### src/rtl/spiBusPkg.sv
package spiBusPkg;
  localparam int DATA_W = 8;

  typedef struct packed {
    logic load;      // take parallel data from the bus
    logic shift;     // rising serial clock: shift and capture
    logic txUpdate;  // port read: refresh serial output
  } spiStrobes_t;
endpackage

### src/rtl/spiBusCtrl.sv
module spiBusCtrl
  import spiBusPkg::*;
(
  input  logic        clk,
  input  logic        rstN,
  input  logic        ioreqN,
  input  logic        mreqN,
  input  logic        rfshN,
  input  logic        rdN,
  input  logic        wrN,
  input  logic        m1N,
  input  logic        phi,
  input  logic        a0,
  input  logic        a7,
  output spiStrobes_t strb,
  output logic        sclk,
  output logic        rdEn
);
  logic portSel;
  logic clkLowCond;
  logic clkHighCond;
  logic sclkQ;

  // port decode: upper half of I/O space, never an interrupt acknowledge
  assign portSel     = !ioreqN && m1N && a7;
  assign clkLowCond  = portSel && !phi && !a0;
  assign clkHighCond = !mreqN && !rfshN && phi && !sclkQ;

  always_ff @(posedge clk or negedge rstN) begin
    if (!rstN)            sclkQ <= 1'b1;
    else if (clkLowCond)  sclkQ <= 1'b0;
    else if (clkHighCond) sclkQ <= 1'b1;
  end

  always_comb begin
    strb.load     = portSel && !wrN;
    strb.shift    = clkHighCond;
    strb.txUpdate = portSel && !rdN;
  end

  assign sclk = sclkQ;
  assign rdEn = portSel && !rdN;


  sclk_rise_chk: assert property (@(posedge clk) disable iff (!rstN)
    $rose(sclk) |-> $past(!mreqN && !rfshN && phi));


  sclk_fall_chk: assert property (@(posedge clk) disable iff (!rstN)
    $fell(sclk) |-> $past(!ioreqN && a7 && !a0 && !phi && m1N));


  intack_quiet_chk: assert property (@(posedge clk) disable iff (!rstN)
    (!ioreqN && !m1N && mreqN) |=> $stable(sclk));
endmodule

### src/rtl/spiShiftPath.sv
module spiShiftPath
  import spiBusPkg::*;
#(
  parameter int W = DATA_W
) (
  input  logic         clk,
  input  logic         rstN,
  input  spiStrobes_t  strb,
  input  logic [W-1:0] dataIn,
  input  logic         miso,
  output logic [W-1:0] shiftReg,
  output logic         mosi
);
  localparam int MSB = W - 1;

  always_ff @(posedge clk or negedge rstN) begin
    if (!rstN) begin
      shiftReg <= '0;
      mosi     <= 1'b0;
    end else if (strb.load) begin
      shiftReg <= dataIn;
      mosi     <= dataIn[MSB];
    end else if (strb.shift) begin
      shiftReg <= {shiftReg[MSB-1:0], miso};
    end else if (strb.txUpdate) begin
      mosi <= shiftReg[MSB];
    end
  end


  load_value_chk: assert property (@(posedge clk) disable iff (!rstN)
    strb.load |=> (shiftReg == $past(dataIn)) && (mosi == $past(dataIn[MSB])));


  shift_capture_chk: assert property (@(posedge clk) disable iff (!rstN)
    (strb.shift && !strb.load) |=>
      (shiftReg[0] == $past(miso)) && (shiftReg[MSB:1] == $past(shiftReg[MSB-1:0])));


  mosi_hold_chk: assert property (@(posedge clk) disable iff (!rstN)
    (!strb.load && !strb.txUpdate) |=> $stable(mosi));


  reg_hold_chk: assert property (@(posedge clk) disable iff (!rstN)
    (!strb.load && !strb.shift) |=> $stable(shiftReg));
endmodule

### src/rtl/spiBusPort.sv
module spiBusPort
  import spiBusPkg::*;
(
  input  logic              clk,
  input  logic              rstN,
  input  logic              ioreqN,
  input  logic              mreqN,
  input  logic              rfshN,
  input  logic              rdN,
  input  logic              wrN,
  input  logic              m1N,
  input  logic              phi,
  input  logic              a0,
  input  logic              a7,
  input  logic [DATA_W-1:0] dataIn,
  input  logic              miso,
  output logic              sclk,
  output logic              mosi,
  output logic [DATA_W-1:0] rdData,
  output logic              rdEn
);
  spiStrobes_t       strb;
  logic [DATA_W-1:0] shiftReg;

  spiBusCtrl uCtrl (
    .clk(clk), .rstN(rstN), .ioreqN(ioreqN), .mreqN(mreqN), .rfshN(rfshN),
    .rdN(rdN), .wrN(wrN), .m1N(m1N), .phi(phi), .a0(a0), .a7(a7),
    .strb(strb), .sclk(sclk), .rdEn(rdEn)
  );

  spiShiftPath #(.W(DATA_W)) uPath (
    .clk(clk), .rstN(rstN), .strb(strb), .dataIn(dataIn), .miso(miso),
    .shiftReg(shiftReg), .mosi(mosi)
  );

  assign rdData = rdEn ? shiftReg : '0;


  rd_drive_chk: assert property (@(posedge clk) disable iff (!rstN)
    !rdEn |-> (rdData == '0));
endmodule

### config.mk
export PLATFORM = sky130hd
export DESIGN_NAME = spiBusPort
export DESIGN_NICKNAME = d
export VERILOG_FILES = /design/src/rtl/spiBusPkg.sv /design/src/rtl/spiBusCtrl.sv /design/src/rtl/spiShiftPath.sv /design/src/rtl/spiBusPort.sv
export SDC_FILE = /design/constraint.sdc
export NUM_CORES = 1
export LEC_CHECK = 0
export BUFFER_PORTS_ARGS = -buffer_cell sky130_fd_sc_hd__buf_2
export CAP_MARGIN = 30
export CORE_MARGIN = 3
export CORE_UTILIZATION = 45
export CTS_BUF_LIST = sky130_fd_sc_hd__clkbuf_4 sky130_fd_sc_hd__clkbuf_8
export CTS_CLUSTER_DIAMETER = 40
export DETAILED_ROUTE_END_ITERATION = 8
export GPL_ROUTABILITY_DRIVEN = 0
export PLACE_DENSITY = 0.83
export SLEW_MARGIN = 20
export SYNTH_ARGS = -nofsm -noshare
export SYNTH_HDL_FRONTEND = slang
export SYNTH_SLANG_ARGS = --single-unit
### constraint.sdc
create_clock -name clk -period 2.7 [get_ports clk]
set_clock_uncertainty 0.1 [all_clocks]
set_input_delay 0.54 -clock clk [delete_from_list [all_inputs] [get_ports clk]]
set_output_delay 0.54 -clock clk [all_outputs]
set_load 0.005 [all_outputs]
==> metrics list <==
- Total clock buffers created by CTS: 3
- Number of flops mapped to enable cells by yosys: 0
- The cell that appears most often on the critical path is sky130_fd_sc_hd__buf_2.
- Global routing consumed, over all layers together, approximately 17% of the routing resources.
- Entering global routing, the biggest net connects 18 pins.
- Worst ir drop on vdd: between 0.0003 and 0.0004 V
- CTS placed an instance of sky130_fd_sc_hd__clkbuf_4 at the clock tree root.
* Fin crit share: 75.3%
* H-tree lvl count: 1
* Number of remaining DRC errors: 0
- In this run the remaining antenna-violating nets after routing total 0.
- Among all flip-flop cells after synthesis, the most frequent one is sky130_fd_sc_hd__dfrtp_1.
* Hold_buf cts: 0
* Post-CTS setup buffer count: 0
- Measured along the y axis, the die boundary spans 43.0 µm.
* Share of synthesized area occupied by flip-flops and latches: 40.8%
- Highest metal layer with signal wires: met4
- The clock period could shrink to about 2000 ps.
* Cell with the most instances after synthesis: sky130_fd_sc_hd__dfrtp_1
- The first global-routing pass estimated roughly 2.2 mm of wire.
- Number of hold violations in the final report: 0
- In the final routing, the length of wire on met1 measures slightly below 500 µm.
- Horizontal die dimension: around 43 µm
- Clk pin slew, worst setup/hold paths: approximately 70 ps
* Number of top-level pins: 31
- Status: finished clean
* Power after layout: 533 µW
- Startpoint Class: input pin
- Top-area cell type share of the netlist area: 36.5%
- Max-cap violations: 0
- Setup repair after global routing missed its margin: false
- Vias per Instance: 5.15
* Parity-gate share of the synthesized area counting xor and xnor cells: 0%
- Count of cells resized by post-cts repair: 0
- The critical path goes through buf_2 -> and4bb_1 -> and2_1 -> buf_2.
* Starting utilization of the core area: between 50% and 60%
- Initial drt markers: 9
- Static timing analysis puts the maximum clock frequency at just under 500 MHz.
* Final setup violation count: 0
- Power spread over the standard cell area amounts to ~680 nW/µm².
- The worst hold path belongs to the class in -> async.
- Area contributors post-synth: sky130_fd_sc_hd__dfrtp_1 37%, sky130_fd_sc_hd__mux2i_1 11%, sky130_fd_sc_hd__and2_1 8.1%
- Buffers placed on the I/O ports in this run total 30.
- Number of sinks driven by the clock tree: 10
* Post-Synthesis Mean Instance Area: 11.2 µm²
* Kind of cell adding the most delay to the critical path: simple AND/OR/NAND/NOR gates
* Start point of the critical path: ioreqN
- Fin Setup TNS: 0 ps
- Leftover overflow at the end of global routing: 0
- Setup Crit Path Kind: in -> out
- TritonCTS clock tree: yes
* Share of layout cells above drive strength 1: between 50% and 60%
- The number of different library cells used by synthesis comes to 21.
- Number of placement rows: 12
- Number of global-route vias before repair: 500
* Fin. max-slew vios: 0
- Initial DRT Pass Iterations: 4
- Yosys warns: 0
* Worst EP arrival: approximately 1400 ps
- The floorplan step defined a die boundary enclosing 1850 µm².
- Cell types with the highest counts after synthesis: 9 x sky130_fd_sc_hd__dfrtp_1, 8 x sky130_fd_sc_hd__and2_1, 7 x sky130_fd_sc_hd__mux2i_1, 7 x sky130_fd_sc_hd__nand2_1, 4 x sky130_fd_sc_hd__o21ai_1
* Worst-skew pair later-pin latency: 260 ps
* Reg2reg start: uCtrl.sclk
- Maximum number of buffers from clock root to sink: 2
- Crit-path max FO: 11
- Tightest Pin Transition: ~380 ps
- Summing the areas of all compound-gate instances in the mapped netlist gives 13.0% of the synthesized area.
* Post-DP HPWL: 1.04 mm
- 0 antenna diodes ended up in the layout.
- Cell taking the most area after synthesis: sky130_fd_sc_hd__dfrtp_1
- After synthesis the netlist holds a flip-flop and latch count of 10.
- Compared with the post-synthesis result, the final layout area differs by 28.0%.
* Vias after detailed routing: roughly 500
- Initial antenna violation count: 0
* Share of synthesized cell area in full adder, half adder and majority cells: 0%
- Multiplexer area fraction after synthesis: 13.2%
- For the worst setup path, the data required time is 2060 ps.
- After synthesis, the share of flip-flops with an asynchronous set or reset is 100%.
- Crit path largest cell delay: 440 ps
- Total leakage power: 0.371 nW
- Critical path's slowest cell: sky130_fd_sc_hd__and4bb_1
* Crit. End Element: primary output
- Wirelength per Cell: around 13 µm
- Relative slew margins: 74.9%
* Summed instance area of the synthesized netlist: just over 600 µm²
- Net total in the final layout: 107
- Number of instances in the synthesized netlist: 55
- The core region is ~1200 µm².
* Post-detailed-routing wire length: 1.34 mm
* WP buf/inv: 2
* Synthesized Nets: 75
- Summing the areas of all and, or, nand and nor instances in the mapped netlist gives 26.8% of the synthesized area.
* Met3 routed WL: about 120 µm
- After synthesis, the largest family of logic cells by area is simple AND/OR/NAND/NOR gates.
- Summed over all nets, wire length on met2 after detailed routing comes to approximately 710 µm.
-- layer usage --
layer	up-vias	global-route usage, %
li1	258	-
met1	237	17.8
met2	18	27.2
met3	2	8.90
met4	0	6.02
met5	-	0
-- cells by family (layout without fill, tap and decap cells) --
family                 Yosys count  count (layout)
buffers and inverters            4              35
multiplexers                     8               8
AO/OA/AOI/OAI                   10              10
AND/OR/NAND/NOR                 23              23
flip-flops                      10              10
-- registers in the layout (all words and copies together), names as in the netlist --
| name | count |
|---|---|
| uCtrl.sclk | 1 |
| uPath.shiftReg | 8 |
| uPath.mosi | 1 |
-- worst paths after layout --
path	end	slack [ps]	cells past startpoint
setup / recovery	rdData[0]	670	4
hold / removal	uPath.shiftReg[1]	20	1
setup reg to reg	uPath.shiftReg[7]	1120	4
hold reg to reg	uCtrl.sclk	460	1
max in group asynchronous	uCtrl.sclk	2230	1
min in group clk	uPath.shiftReg[1]	370	3
-- layout make-up --
cell class / count / area [µm²]
clock buffers: 4 / 36.3
flip-flops and latches: 10 / 251
repair buffers: 31 / 158
multi-input cells: 41 / 327
well taps: 14 / 17.5
fillers: 108 / 412
-- power breakdown --
part           switching [mW]  internal [mW]  total (mW)
combinational          0.0594         0.0808       0.140
clock                  0.0506         0.0818       0.132
sequential             0.0463          0.214       0.260
-- placed cells by master, fill, tap and decap left out --
master	netlist	layout
sky130_fd_sc_hd__buf_2	1	30
sky130_fd_sc_hd__dfrtp_1	9	9
sky130_fd_sc_hd__and2_1	8	8
sky130_fd_sc_hd__mux2i_1	7	7
sky130_fd_sc_hd__nand2_1	7	7
sky130_fd_sc_hd__o21ai_1	4	4
sky130_fd_sc_hd__o21ai_2	3	3
sky130_fd_sc_hd__clkbuf_4	0	3
sky130_fd_sc_hd__and4bb_1	1	1
sky130_fd_sc_hd__and4bb_2	1	1
sky130_fd_sc_hd__nor4b_4	1	1
sky130_fd_sc_hd__nand2b_2	1	1
sky130_fd_sc_hd__nor2_1	1	1
sky130_fd_sc_hd__nor4b_2	1	1
sky130_fd_sc_hd__nand3b_1	1	1
sky130_fd_sc_hd__nor3_1	1	1
sky130_fd_sc_hd__a211oi_2	1	1
sky130_fd_sc_hd__mux2_2	1	1
sky130_fd_sc_hd__o21ba_2	1	1
sky130_fd_sc_hd__o32a_2	1	1
sky130_fd_sc_hd__clkbuf_8	0	1
sky130_fd_sc_hd__buf_4	0	1
sky130_fd_sc_hd__dfstp_2	1	1
-- worst reg2reg max path, stage by stage (launching register included) --
cell                      delay (ps)
sky130_fd_sc_hd__dfstp_2         390
sky130_fd_sc_hd__nor4b_4         200
sky130_fd_sc_hd__buf_4           250
sky130_fd_sc_hd__mux2_2          350
sky130_fd_sc_hd__o21ba_2         190
-- metrics by stage --
step	utilization (%)	hold WS, ps	cell area (µm²)	std cells	setup WS (ps)
6_report	65.7	19.6	790	100	666
3_3_place_gp	62.7	308	753	96	671
3_5_place_dp	62.7	311	753	96	655
4_1_cts	65.7	14.7	790	100	655
5_1_grt	65.7	8.80	790	100	598
2_1_floorplan	-	144	617	55	940
Power figures use the tool's default switching activity.
